`src/rtl/nmi_pkg.sv`:
```
package nmi_pkg;
    typedef enum logic [1:0] {
        EDGE_NONE = 2'b00,
        EDGE_RISE = 2'b01,
        EDGE_FALL = 2'b10,
        EDGE_BOTH = 2'b11
    } edge_sel_e;

    typedef enum logic {
        ST_OPEN  = 1'b0,
        ST_ARMED = 1'b1
    } cfg_state_e;
endpackage

```
`src/rtl/nmi_sync.sv`:
```
module nmi_sync #(
    parameter int STAGES = 2
) (
    input  logic clk,
    input  logic rst_n,
    input  logic din,
    output logic dout
);
    logic [STAGES-1:0] chain_q;

    always_ff @(posedge clk or negedge rst_n) begin
        if (!rst_n) chain_q <= '0;
        else        chain_q <= {chain_q[STAGES-2:0], din};
    end

    assign dout = chain_q[STAGES-1];
endmodule

```
`src/rtl/nmi_cfg_fsm.sv`:
```
module nmi_cfg_fsm
    import nmi_pkg::*;
#(
    parameter int SEL_W = 2
) (
    input  logic             clk,
    input  logic             rst_n,
    input  logic             we,
    input  logic [SEL_W-1:0] wsel,
    input  logic             wen,
    output logic             armed,
    output logic [SEL_W-1:0] sel_q,
    output logic             en_q
);
    cfg_state_e state_q, state_d;
    logic       store_cfg;

    // State and configuration registers
    always_ff @(posedge clk or negedge rst_n) begin
        if (!rst_n) begin
            state_q <= ST_OPEN;
            sel_q   <= '0;
            en_q    <= 1'b0;
        end else begin
            state_q <= state_d;
            if (store_cfg) begin
                sel_q <= wsel;
                en_q  <= wen;
            end
        end
    end

    // Next state and output decode
    always_comb begin
        state_d   = state_q;
        store_cfg = 1'b0;
        armed     = 1'b0;
        unique case (state_q)
            ST_OPEN: begin
                store_cfg = we;
                if (we && wen && (wsel != '0)) state_d = ST_ARMED; // lock_write
            end
            ST_ARMED: begin
                armed = 1'b1;
            end
            default: state_d = ST_OPEN;
        endcase
    end

    AST_LOCK_STICKY: assert property (@(posedge clk) disable iff (!rst_n)
        (state_q == ST_ARMED) |=> (state_q == ST_ARMED));

    AST_CFG_FROZEN: assert property (@(posedge clk) disable iff (!rst_n)
        (state_q == ST_ARMED) |=> ($stable(sel_q) && $stable(en_q)));
endmodule

```
`src/rtl/nmi_edge_det.sv`:
```
module nmi_edge_det #(
    parameter int SEL_W = 2
) (
    input  logic             clk,
    input  logic             rst_n,
    input  logic             level,
    input  logic             armed,
    input  logic [SEL_W-1:0] sel,
    input  logic             ack,
    output logic             pending
);
    logic prev_q;
    logic rise, fall, hit;

    always_ff @(posedge clk or negedge rst_n) begin
        if (!rst_n) begin
            prev_q  <= 1'b0;
            pending <= 1'b0;
        end else begin
            prev_q  <= level;
            pending <= hit | (pending & ~ack);
        end
    end

    always_comb begin
        rise = level & ~prev_q;
        fall = ~level & prev_q;
        hit  = armed & ((sel[0] & rise) | (sel[1] & fall));
    end

    AST_HIT_SETS: assert property (@(posedge clk) disable iff (!rst_n)
        hit |=> pending);

    AST_STICKY: assert property (@(posedge clk) disable iff (!rst_n)
        (pending && !ack) |=> pending);

    AST_ACK_CLEARS: assert property (@(posedge clk) disable iff (!rst_n)
        (ack && !hit) |=> !pending);

    AST_NO_DETECT_OPEN: assert property (@(posedge clk) disable iff (!rst_n)
        (!armed && !pending) |=> !pending);
endmodule

```
`src/rtl/nmi_edge_lock.sv`:
```
module nmi_edge_lock #(
    parameter int SYNC_STAGES = 2,
    parameter int SEL_W       = 2
) (
    input  logic             clk,
    input  logic             rst_n,
    input  logic             pin_async,
    input  logic             cfg_we,
    input  logic [SEL_W-1:0] cfg_sel,
    input  logic             cfg_en,
    input  logic             ack,
    input  logic             stop_mode,
    output logic             nmi_req,
    output logic             wake_req,
    output logic             locked,
    output logic [SEL_W-1:0] cfg_sel_rd,
    output logic             cfg_en_rd
);
    logic pin_sync;

    nmi_sync #(.STAGES(SYNC_STAGES)) u_sync (
        .clk  (clk),
        .rst_n(rst_n),
        .din  (pin_async),
        .dout (pin_sync)
    );

    nmi_cfg_fsm #(.SEL_W(SEL_W)) u_cfg (
        .clk  (clk),
        .rst_n(rst_n),
        .we   (cfg_we),
        .wsel (cfg_sel),
        .wen  (cfg_en),
        .armed(locked),
        .sel_q(cfg_sel_rd),
        .en_q (cfg_en_rd)
    );

    nmi_edge_det #(.SEL_W(SEL_W)) u_det (
        .clk    (clk),
        .rst_n  (rst_n),
        .level  (pin_sync),
        .armed  (locked),
        .sel    (cfg_sel_rd),
        .ack    (ack),
        .pending(nmi_req)
    );

    assign wake_req = nmi_req & stop_mode;

    AST_WAKE_NEEDS_STOP: assert property (@(posedge clk) disable iff (!rst_n)
        !stop_mode |-> !wake_req);

    AST_WAKE_FOLLOWS_REQ: assert property (@(posedge clk) disable iff (!rst_n)
        (stop_mode && nmi_req) |-> wake_req);
endmodule

```
`config.mk`:
```
export PLATFORM = sky130hd
export DESIGN_NAME = nmi_edge_lock
export DESIGN_NICKNAME = d
export VERILOG_FILES = /design/src/rtl/nmi_pkg.sv /design/src/rtl/nmi_sync.sv /design/src/rtl/nmi_cfg_fsm.sv /design/src/rtl/nmi_edge_det.sv /design/src/rtl/nmi_edge_lock.sv
export SDC_FILE = /design/constraint.sdc
export NUM_CORES = 1
export LEC_CHECK = 0
export BUFFER_PORTS_ARGS = -buffer_cell sky130_fd_sc_hd__buf_2
export CORE_AREA = 2 2 39 41
export DETAILED_ROUTE_END_ITERATION = 12
export DIE_AREA = 0 0 41 43
export GPL_ROUTABILITY_DRIVEN = 0
export HOLD_SLACK_MARGIN = 0.08
export SYNTH_ARGS = -nofsm -noshare
export SYNTH_HDL_FRONTEND = slang
export SYNTH_HIERARCHICAL = 1
export SYNTH_SLANG_ARGS = --single-unit
```
`constraint.sdc`:
```
create_clock -name clk -period 1.2 [get_ports clk]
set_input_delay 0.24 -clock clk [delete_from_list [all_inputs] [get_ports clk]]
set_output_delay 0.24 -clock clk [all_outputs]
set_load 0.1 [all_outputs]
```
==> After elaboration in Yosys (flattened, before gate mapping) <==
Cells that the tools add are included.
{ "word_totals": {"reg_bits": 8, "inputBits": 9, "elab_cells": 25} }
{ "op_classes": {"n_mux": 4, "bitwise_logic": 12, "reduce_logical": 3} }
{ "op_table": {"columns": ["operator", "count"], "rows": [
  ["$and A1 B1 Y1", 7],
  ["$mux W1", 4],
  ["$not A1 Y1", 3],
  ["$logic_and A1 B1 Y1", 2],
  ["$or A1 B1 Y1", 2],
  ["$reduce_bool A2 Y1", 1]
]} }

==> Depth between registers and ports, before layout <==
Gate-level depths: netlist of run 1.
{ "depth": {"word_depth": 6, "ltp_mapped": 2} }

==> Modules after synthesis <==
Netlist of run 1, hierarchy kept.
{ "by_module_without_submodules": {"columns": ["mod", "n_inst", "cells_per_inst", "area_each_um2"], "rows": [
  ["nmi_cfg_fsm", 1, 10, 172.7],
  ["nmi_edge_det", 1, 6, 78.8],
  ["nmi_sync", 1, 2, 50.0],
  ["nmi_edge_lock", 1, 1, 6.3]
]} }

==> Least setup slack after synthesis of run 1 <==
No wires, ideal clock.
{ "synth_path": {"path_kind": "register to output", "startpoint": "register u_det.pending", "endpoint": "output wake_req", "t_arrival_ns": 1.778, "required_ns": 0.960, "slack_ns": -0.818, "path_stages_with_launch": 2, "path_buffers": 0, "path_cell_list": "dfrtp_1 > and2_1"} }
{ "synth_between": {"elab_chain_len": 1} }
{ "synth_lines": {"columns": ["element", "line_no", "text"], "rows": [
  ["from (decl)", "nmi_edge_det.sv:10", "output logic pending"],
  ["from (signal assigned)", "nmi_edge_det.sv:21", "pending <= hit | (pending & ~ack);"],
  ["$and A1 B1 Y1", "nmi_edge_lock.sv:49", "assign wake_req = nmi_req & stop_mode;"],
  ["to (decl)", "nmi_edge_lock.sv:14", "output logic wake_req,"]
]} }
No other way between the ends.

==> Worst setup path in the final report of run 1 <==
{ "layout_path": {"startpoint": "register u_det.pending", "endpoint": "output nmi_req"} }
{ "layout_rtl": {"columns": ["element", "line_no", "text"], "rows": [
  ["to (decl)", "nmi_edge_lock.sv:13", "output logic nmi_req,"]
]} }
No word-level cell between the ends.

==> summary.txt, run 1 <==
Outcome
  • Status: complete, but fails checks
  • Failing checks: negative setup slack

Setup path
  • Crit path DAT: ~1000 ps
  • R2R cell count: 2
  • Setup CP Type: reg -> out
  • Worst reg-to-reg setup slack: 120 ps
  • Reg-to-Reg End: u_cfg/en_q
  • Max FO, Critical Path: 2
  • CP Capture Type: output pin
  • Setup crit start kind: register
  • Crit path launch: u_det/pending
  • Reg2Reg Launch Point: u_cfg/state_q
  • CP Data Required Time: roughly 960 ps

Clocking
  • Root Buffer: clkbuf_4
  • Clk Latency, worst-skew pair: 250 ps
  • PostCTS Resize Cnt: 0
  • H-tree Lvls: 1
  • CTS tree: yes
  • TritonCTS buffer count: 3
  • CTS clk-pin slew, worst paths: 60 ps
  • CTS Buffer Depth: 2
  • Sinks on Clock Net: 8

Power
  • PD cells: 2230 nW/um^2
  • Sw frac: 43.1%
  • Logic pwr share: approximately 52%
  • Leak: 0.260 nW
  • Switching power: 533 uW
  • Final Total Pwr: 1.24 mW
  • Seq pwr share: 30.8%
  • Peak VDD IR: 0.000928 V
  • Clock share of power: 17.2%
  • Int Power: 704 uW

Layout
  • Layout Utilization: between 40% and 50%
  • Most frequent cells in the layout: buf_2 (8), buf_12 (6)
  • Share of cells above drive strength 1: a little over two thirds
  • Nets: 50
  • ANT cells: 0
  • Fill count: 125
  • Most common cell after layout, fill and taps aside: buf_2
  • Area growth syn-to-layout: 80.5%

Yosys
  • Post-Syn Instances: 19
  • Distinct cells, synth: 8
  • Syn avg cell area: 16.2 um^2
  • YS warnings: 6
  • Net Count, Synth: 28
  • Post-synthesis sequential area ratio: about 65%
  • Synth Register Bits: 8
  • Cell area after synthesis: about 310 um^2

Timing
  • Setup Viol. Count Final: 2
  • Final period demand of the worst path: 1260 ps
  • Worst slew margin: 88.5%
  • Slew Viols, Final: 0
  • Fmax: slightly below 800 MHz
  • Worst Skew: about 4.9 ps
  • Hold_ws: 242 ps
  • RSZ-0062 raised after global routing: true
  • Post-layout worst setup margin: -62.5 ps
  • Worst-Margin Slew: 173 ps
  • Period utilization: 105%
  • Final Hold Vio Count: 0

Drt
  • # DRC: 0
  • Via count: 225
  • Number of iterations in the first detailed-routing pass: 3
  • DR iter-0 viols: 1
  • Routed Antenna Nets: 0
  • DR vias/cell: 4.02
  • WL/cell: 11.3 um
  • Detailed Route WL: 634 um

Global route
  • Global-route wire length before repair: 1040 um
  • Vias in the first global route: 237
  • Gr usage total: 9.24%
  • Pin count of the biggest net entering global routing: 9
  • Initial antenna violation count: 0
  • GRT overflow: 0

Floorplanning
  • Die W: 41 um
  • Initial core utilization: 22.2%
  • Die area: 1760 um^2
  • Die Ht: ~43 um
  • Core Rows: 14
  • Core area: 1380 um^2
  • Io pins: 15

Place
  • Dpl ws: 124 ps
  • Buffers on Ports: 14

Hold path
  • WHS Path Cells: 2
  • Hold Path End: u_cfg/sel_q[0]
  • Hold crit path type: in -> reg
  • Hold Crit Start: cfg_sel[0]

Job
  • Max-Cap Viols: 0
[metal layers]
layer | global-route usage [%] | wire length (um) | part of all wire [%]
met4 | 2.00 | 0 | 0
met2 | 13.1 | 275 | 43
met5 | 0 | 0 | 0
met1 | 11.3 | 268 | 42
met3 | 6.28 | 89 | 14
[power by group through the flow]
stage / combinational [mW] / clock, mW / sequential [mW]
CTS: 0.644 / 0.226 / 0.383
detailed placement: 0.619 / 0 / 0.393
global placement: 0.619 / 0 / 0.391
finish: 0.643 / 0.212 / 0.381
floorplan: 0.102 / 0 / 0.656
global route: 0.663 / 0.244 / 0.387
[cells by family (layout without fill, tap and decap cells)]
kind of cell	Yosys count	count (layout)	synth area share (%)
flip-flops	8	8	65.0
AO/OA/AOI/OAI	1	1	2.44
multiplexers	3	3	14.6
AND/OR/NAND/NOR	7	7	17.9
buffers and inverters	0	21	0
[critical path, cell delays in order, from the launching register on]
cell,delay [ps]
dfrtp_4,470
buf_4,150
buf_12,160
[through the flow]
stage / cell area, um^2 / setup TNS (ps) / std cells
after detailed placement: 502 / 0 / 49
after global placement: 502 / 0 / 49
after CTS: 546 / -149 / 55
after global routing: 556 / -191 / 56
after floorplan: 322 / -134 / 19
final: 556 / -124 / 56
[cells in the mapped netlist, drive strengths merged]
cell / count / area share, %
nand2b: 3 / 8.5
nand3: 1 / 1.6
nand4b: 2 / 5.7
o211ai: 1 / 2.4
mux2: 3 / 15
dfrtp: 8 / 65
and2: 1 / 2.0
[what timing repair did]
| item | 4_1_cts | 5_1_grt |
|---|---|---|
| setup buffers | 1 | 0 |
| hold endpoints to repair | 8 | 1 |
| pin swaps | 1 | 0 |
| hold buffers | 1 | 1 |
| setup endpoints to repair | 1 | 2 |
[state kept, by name, indices dropped and copies added (netlist names)]
register        count
u_sync/chain_q      2
u_det/prev_q        1
u_cfg/sel_q         2
u_det/pending       1
u_cfg/state_q       1
u_cfg/en_q          1
[worst max-delay path by stage]
stage | endpoint | slack, ps | cells past startpoint
after floorplan | u_cfg/en_q | -40 | 2
after global placement | u_cfg/en_q | 130 | 2
after detailed placement | u_cfg/sel_q[1] | 120 | 2
after CTS | wake_req | -80 | 2
after global routing | nmi_req | -100 | 2
final | nmi_req | -60 | 2
[final cells by class]
type	count	area (um^2)	area share, %
tap	16	20.0	3.60
sequential	8	211	38.1
timing repair buffer	17	188	33.8
clock buffer	4	26.3	4.73
multi-input combinational	11	110	19.8
No activity file was read; power rests on OpenSTA's default activity.
==> run 2, diff against run 1 <==
==> constraint.sdc (replaced) <==
create_clock -name clk -period 1.2 [get_ports clk]
set_input_delay 0.24 -clock clk [delete_from_list [all_inputs] [get_ports clk]]
set_output_delay 0.24 -clock clk [all_outputs]
set_load 0.005 [all_outputs]
==> summary.txt, run 2 (synthesis results as in run 1) <==
Global route
  • GRT overflow: 0 (unchanged)
  • Global-route wire length before repair: 855 um (was 1040 um)
  • Gr usage total: 7.70% (was 9.24%)
  • Pin count of the biggest net entering global routing: 9 (unchanged)
  • Initial antenna violation count: 0 (unchanged)
  • Vias in the first global route: 213 (was 237)

Clocking
  • H-tree Lvls: 1 (unchanged)
  • Setup Fix Bufs, Post-CTS: 0 (was 1)
  • Root Buffer: clkbuf_4 (unchanged)
  • TritonCTS buffer count: 3 (unchanged)
  • CTS clk-pin slew, worst paths: 50 ps (was 60 ps)
  • CTS tree: yes (unchanged)
  • Hold-fix buffers, CTS: 1 (unchanged)
  • CTS Buffer Depth: 2 (unchanged)
  • Clk Latency, worst-skew pair: 240 ps (was 250 ps)
  • PostCTS Resize Cnt: 0 (unchanged)
  • Sinks on Clock Net: 8 (unchanged)

Drt
  • Detailed Route WL: 572 um (was 634 um)
  • # DRC: 0 (unchanged)
  • Via count: 223 (was 225)
  • Routed Antenna Nets: 0 (unchanged)
  • DR iter-0 viols: 4 (was 1)
  • WL/cell: 10.8 um (was 11.3 um)
  • Number of iterations in the first detailed-routing pass: 3 (unchanged)
  • DR vias/cell: 4.21 (was 4.02)

Setup path
  • CP delay by family, top: flip-flops (unchanged)
  • Setup CP Type: reg -> out (unchanged)
  • Slowest cell on crit path: dfrtp_1 (was dfrtp_4)
  • Max FO, Critical Path: 3 (was 2)
  • Crit path largest cell delay: 380 ps (was 470 ps)
  • CP Capture Type: output pin (unchanged)
  • Critical path buffer and inverter count: 1 (was 2)
  • Crit path DAT: 890 ps (was 1020 ps)
  • CP Data Required Time: 960 ps (about the same)
  • Setup crit start kind: register (unchanged)
  • Critical-path cell list: and2_1, buf_2 (was buf_4, buf_12)

Timing
  • Setup Viol. Count Final: 0 (was 2)
  • Period utilization: 94.0% (was 105%)
  • RSZ-0062 raised after global routing: false (was true)
  • Worst Skew: 1.86 ps (was 4.90 ps)
  • Worst-Margin Slew: 178 ps (was 173 ps)
  • Slew Viols, Final: 0 (unchanged)
  • Setup TNS: 0 ps (was -124 ps)
  • Worst slew margin: 88.1% (was 88.5%)
  • Fmax: 886 MHz (was 792 MHz)
  • Final period demand of the worst path: 1130 ps (was 1260 ps)
  • Hold_ws: 98.7 ps (was 242 ps)
  • Final Hold Vio Count: 0 (unchanged)

Floorplanning
  • Initial core utilization: 22.2% (unchanged)
  • Die Ht: 43 um (unchanged)
  • Core Rows: 14 (unchanged)
  • Die W: 41 um (unchanged)
  • Io pins: 15 (unchanged)
  • Core area: 1380 um^2 (unchanged)
  • Die area: 1760 um^2 (unchanged)

Layout
  • Register area: 200 um^2 (was 211 um^2)
  • Area growth syn-to-layout: 39.8% (was 80.5%)
  • Fill count: 140 (was 125)
  • ANT cells: 0 (unchanged)
  • Most frequent cells in the layout: buf_2 (14), dfrtp_1 (8), clkbuf_4 (3), mux2_4 (3) (was buf_2 (8), buf_12 (6))
  • Share of cells above drive strength 1: 56.8% (was 70.0%)
  • Area of the multi-input gates: 108 um^2 (was 110 um^2)
  • Most common cell after layout, fill and taps aside: buf_2 (unchanged)
  • Layout Utilization: 31.1% (was 40.1%)
  • Post-Layout Cell Count: 53 (was 56)
  • Registers with the most flip-flops: u_cfg/sel_q: 2 flops, u_sync/chain_q: 2 flops (unchanged)
  • Nets: 48 (was 50)

Job
  • Max-Cap Viols: 0 (unchanged)

Power
  • Final Total Pwr: 677 uW (was 1.24 mW)
  • Leak: 0.219 nW (was 0.260 nW)
  • PD cells: 1570 nW/um^2 (was 2230 nW/um^2)
  • Peak VDD IR: 0.000697 V (was 0.000928 V)

Place
  • Buffers on Ports: 14 (unchanged)
  • Dpl cells: 49 (unchanged)

Outcome
  • Status: finished, final reports clean (was complete, but fails checks)

Hold path
  • Hold crit path type: in -> reg (unchanged)
[run 2: cell count changes in the layout (fill, tap and decap cells not counted), sizes merged]
cell	delta
buf	-1
clkbuf	-1
dlygate4sd3	-1
[run 2: area by class of cell]
class,instances,area share (%)
repair buffers,15,18.6
flip-flops and latches,8,46.5
clock buffers,3,5.23
multi-input cells,11,25.0
well taps,16,4.65
[run 2: final timing paths]
check                             startpoint           endpoint  slack (ps)  cells after the start
max                            u_det/pending           wake_req          70                      2
min                                pin_async  u_sync/chain_q[0]         100                      1
max reg2reg                    u_cfg/state_q     u_cfg/sel_q[0]         190                      2
min reg2reg                u_sync/chain_q[0]  u_sync/chain_q[1]         350                      0
max in group asynchronous              rst_n      u_det/pending         680                      2
min in group asynchronous              rst_n      u_cfg/state_q         360                      2
[run 2: stage by stage]
step           setup slack (ps)  area [um^2]
4_1_cts                    58.8          430
2_1_floorplan               227          308
6_report                   71.6          430
3_5_place_dp                199          398
3_3_place_gp                230          398
5_1_grt                    3.26          430
[run 2: layer usage]
metal / up-vias / GRT usage (%) / wire length [um]
met5: - / 0 / 0
met4: 0 / 0 / 0
met3: 0 / 7.33 / 98
met2: 18 / 10.3 / 207
met1: 101 / 9.60 / 267
li1: 104 / - / -
[run 2: power breakdown]
part           switching [mW]  internal [mW]  leakage, nW  total, mW
clock                  0.0791          0.114       0.0138      0.193
sequential             0.0330          0.316       0.0914      0.349
combinational          0.0462         0.0895        0.114      0.136
total                   0.158          0.519        0.219      0.677
[run 2: worst reg2reg max path, stage by stage (launching register included)]
cell and delay (ps):
dfrtp_1 420, nand2b_4 180, mux2_4 290
==> run 3, diff against run 2 <==
--- a/config.mk
+++ b/config.mk
@@ -7,4 +7,5 @@
 export LEC_CHECK = 0
 export BUFFER_PORTS_ARGS = -buffer_cell sky130_fd_sc_hd__buf_2
+export CAP_MARGIN = 5
 export CORE_AREA = 2 2 39 41
 export DETAILED_ROUTE_END_ITERATION = 12
@@ -12,4 +13,5 @@
 export GPL_ROUTABILITY_DRIVEN = 0
 export HOLD_SLACK_MARGIN = 0.08
+export RECOVER_POWER = 100
 export SYNTH_ARGS = -nofsm -noshare
 export SYNTH_HDL_FRONTEND = slang
==> constraint.sdc (replaced) <==
create_clock -name clk -period 1.2 [get_ports clk]
set_input_delay 0.18 -clock clk [delete_from_list [all_inputs] [get_ports clk]]
set_output_delay 0.18 -clock clk [all_outputs]
set_load 0.005 [all_outputs]
==> summary.txt, run 3 (synthesis results as in run 1) <==
Outcome
  • Status: finished, final reports clean (unchanged)

Global route
  • Initial antenna violation count: 0 (unchanged)
  • GRT overflow: 0 (unchanged)
  • Global-route wire length before repair: 883 um (was 855 um)
  • Vias in the first global route: 225 (was 213)
  • Gr usage total: 7.90% (was 7.70%)
  • Pin count of the biggest net entering global routing: 9 (unchanged)

Setup path
  • CP Capture Type: register (was output pin)
  • Crit path DAT: 1220 ps (was 890 ps)
  • Slowest cell on crit path: dfrtp_1 (unchanged)
  • Setup CP Type: reg -> reg (was reg -> out)
  • Critical-path cell list: nand2b_1, mux2_1 (was and2_1, buf_2)
  • Max FO, Critical Path: 5 (was 3)
  • Worst reg-to-reg setup slack: 100 ps (was 190 ps)
  • Reg-to-Reg End: u_cfg/sel_q[0] (unchanged)
  • R2R cell count: 2 (unchanged)
  • Crit path largest cell delay: 410 ps (was 380 ps)
  • Reg2Reg Launch Point: u_cfg/state_q (unchanged)
  • Setup crit start kind: register (unchanged)
  • CP Data Required Time: 1320 ps (was 960 ps)

Drt
  • M1 WL: 273 um (was 267 um)
  • Via count: 225 (was 223)
  • Met2 Wirelength: 227 um (was 207 um)
  • DR iter-0 viols: 2 (was 4)
  • WL/cell: 11.1 um (was 10.8 um)
  • Met3 Wirelength: 97 um (was 98 um)
  • Detailed Route WL: 598 um (was 572 um)
  • # DRC: 0 (unchanged)
  • Routed Antenna Nets: 0 (unchanged)
  • Number of iterations in the first detailed-routing pass: 4 (was 3)
  • DR vias/cell: 4.17 (was 4.21)
  • Highest routed layer: met3 (unchanged)

Layout
  • Nets: 49 (was 48)
  • Share of cells above drive strength 1: 39.5% (was 56.8%)
  • Most frequent cells in the layout: buf_2 (11), dfrtp_1 (8), clkbuf_4 (3), clkbuf_1 (3), nand2b_1 (3) (was buf_2 (14), dfrtp_1 (8), clkbuf_4 (3), mux2_4 (3))
  • Registers with the most flip-flops: u_cfg/sel_q: 2 flops, u_sync/chain_q: 2 flops (unchanged)
  • Fill count: 145 (was 140)
  • ANT cells: 0 (unchanged)
  • Most common cell after layout, fill and taps aside: buf_2 (unchanged)
  • Register area: 200 um^2 (unchanged)
  • Area growth syn-to-layout: 37.0% (was 39.8%)
  • Area of the multi-input gates: 92.6 um^2 (was 108 um^2)

Timing
  • Worst slew margin: 72.3% (was 88.1%)
  • Period utilization: 91.6% (was 94.0%)
  • RSZ-0062 raised after global routing: false (unchanged)
  • Setup TNS: 0 ps (unchanged)
  • Slew Viols, Final: 0 (unchanged)
  • Fmax: 910 MHz (was 886 MHz)
  • Final Hold Vio Count: 0 (unchanged)
  • Worst-Margin Slew: 415 ps (was 178 ps)
  • Worst Skew: 1.35 ps (was 1.86 ps)
  • Setup Viol. Count Final: 0 (unchanged)
  • Final period demand of the worst path: 1100 ps (was 1130 ps)
  • Hold_ws: 180 ps (was 98.7 ps)

Floorplanning
  • Die W: 41 um (unchanged)
  • Die Ht: 43 um (unchanged)
  • Core area: 1380 um^2 (unchanged)
  • Initial core utilization: 22.2% (unchanged)
  • Io pins: 15 (unchanged)
  • Die area: 1760 um^2 (unchanged)
  • Core Rows: 14 (unchanged)

Power
  • Final Total Pwr: 660 uW (was 677 uW)
  • Leak: 0.193 nW (was 0.219 nW)
  • PD cells: 1560 nW/um^2 (was 1570 nW/um^2)
  • Peak VDD IR: 0.000691 V (was 0.000697 V)

Clocking
  • Root Buffer: clkbuf_4 (unchanged)
  • H-tree Lvls: 1 (unchanged)
  • CTS Buffer Depth: 2 (unchanged)
  • Clk Latency, worst-skew pair: 240 ps (about the same)
  • Setup Fix Bufs, Post-CTS: 0 (unchanged)
  • CTS tree: yes (unchanged)
  • Sinks on Clock Net: 8 (unchanged)
  • CTS clk-pin slew, worst paths: 50 ps (about the same)
  • TritonCTS buffer count: 3 (unchanged)

Hold path
  • Hold Crit Start: cfg_sel[0] (was pin_async)
  • WHS Path Cells: 2 (was 1)
  • Hold Path End: u_cfg/sel_q[0] (was u_sync/chain_q[0])
  • Hold crit path type: in -> reg (unchanged)

Place
  • Buffers on Ports: 14 (unchanged)

Job
  • Max-Cap Viols: 0 (unchanged)
run 3: cell count changes in the layout (fill, tap and decap cells not counted):
cell	delta
clkbuf_1	+3
and2_1	-1
dlygate4sd3_1	+1
buf_2	-3
mux2_4	-2
nand2b_1	+1
nand2b_4	-1
mux2_1	+2
and2_0	+1
run 3: worst max-delay path: cells and delay by family (launching register included):
kind / cells / cell delay, ps
DFF: 1 / 410
and+or+nand+nor: 1 / 230
muxes: 1 / 340
run 3: cell type report:
cell class / count / share of cell area, %
Timing Repair Buffer: 16 / 20.5
Sequential cell: 8 / 47.5
Clock buffer: 3 / 5.34
Multi-Input combinational cell: 11 / 22.0
Tap cell: 16 / 4.75
run 3: where the power goes:
| group | switching [mW] | internal, mW | leakage, nW |
|---|---|---|---|
| clock | 0.0794 | 0.114 | 0.0138 |
| sequential | 0.0342 | 0.316 | 0.0914 |
| combinational | 0.0469 | 0.0698 | 0.0875 |
| total | 0.160 | 0.499 | 0.193 |
run 3: how the worst max path moves through the flow:
stage	from	endpoint	slack (ps)	cells past startpoint
floorplan	u_cfg/state_q	u_cfg/en_q	230	2
global placement	u_cfg/state_q	u_cfg/sel_q[1]	230	2
detailed placement	u_cfg/state_q	u_cfg/sel_q[0]	200	2
CTS	u_det/pending	wake_req	120	2
global route	u_cfg/state_q	u_cfg/sel_q[1]	50	2
finish	u_cfg/state_q	u_cfg/sel_q[0]	100	2
run 3: metrics by stage:
step,setup slack (ps),std cells,utilization [%],area [um^2]
6_report,101,54,30.5,422
5_1_grt,53.9,54,30.5,422
4_1_cts,119,54,31.8,440
3_5_place_dp,199,49,28.8,398
3_3_place_gp,230,49,28.8,398
2_1_floorplan,227,19,-,308
run 3: routing by layer:
metal	GRT usage [%]	vias up
li1	-	106
met1	9.60	101
met2	10.9	18
met3	7.33	0
met4	0	0
met5	0	-
run 3: timing repair:
action                    CTS  global route
hold buffers                2             0
gates resized for setup     0             0
hold endpoints to repair    9             0
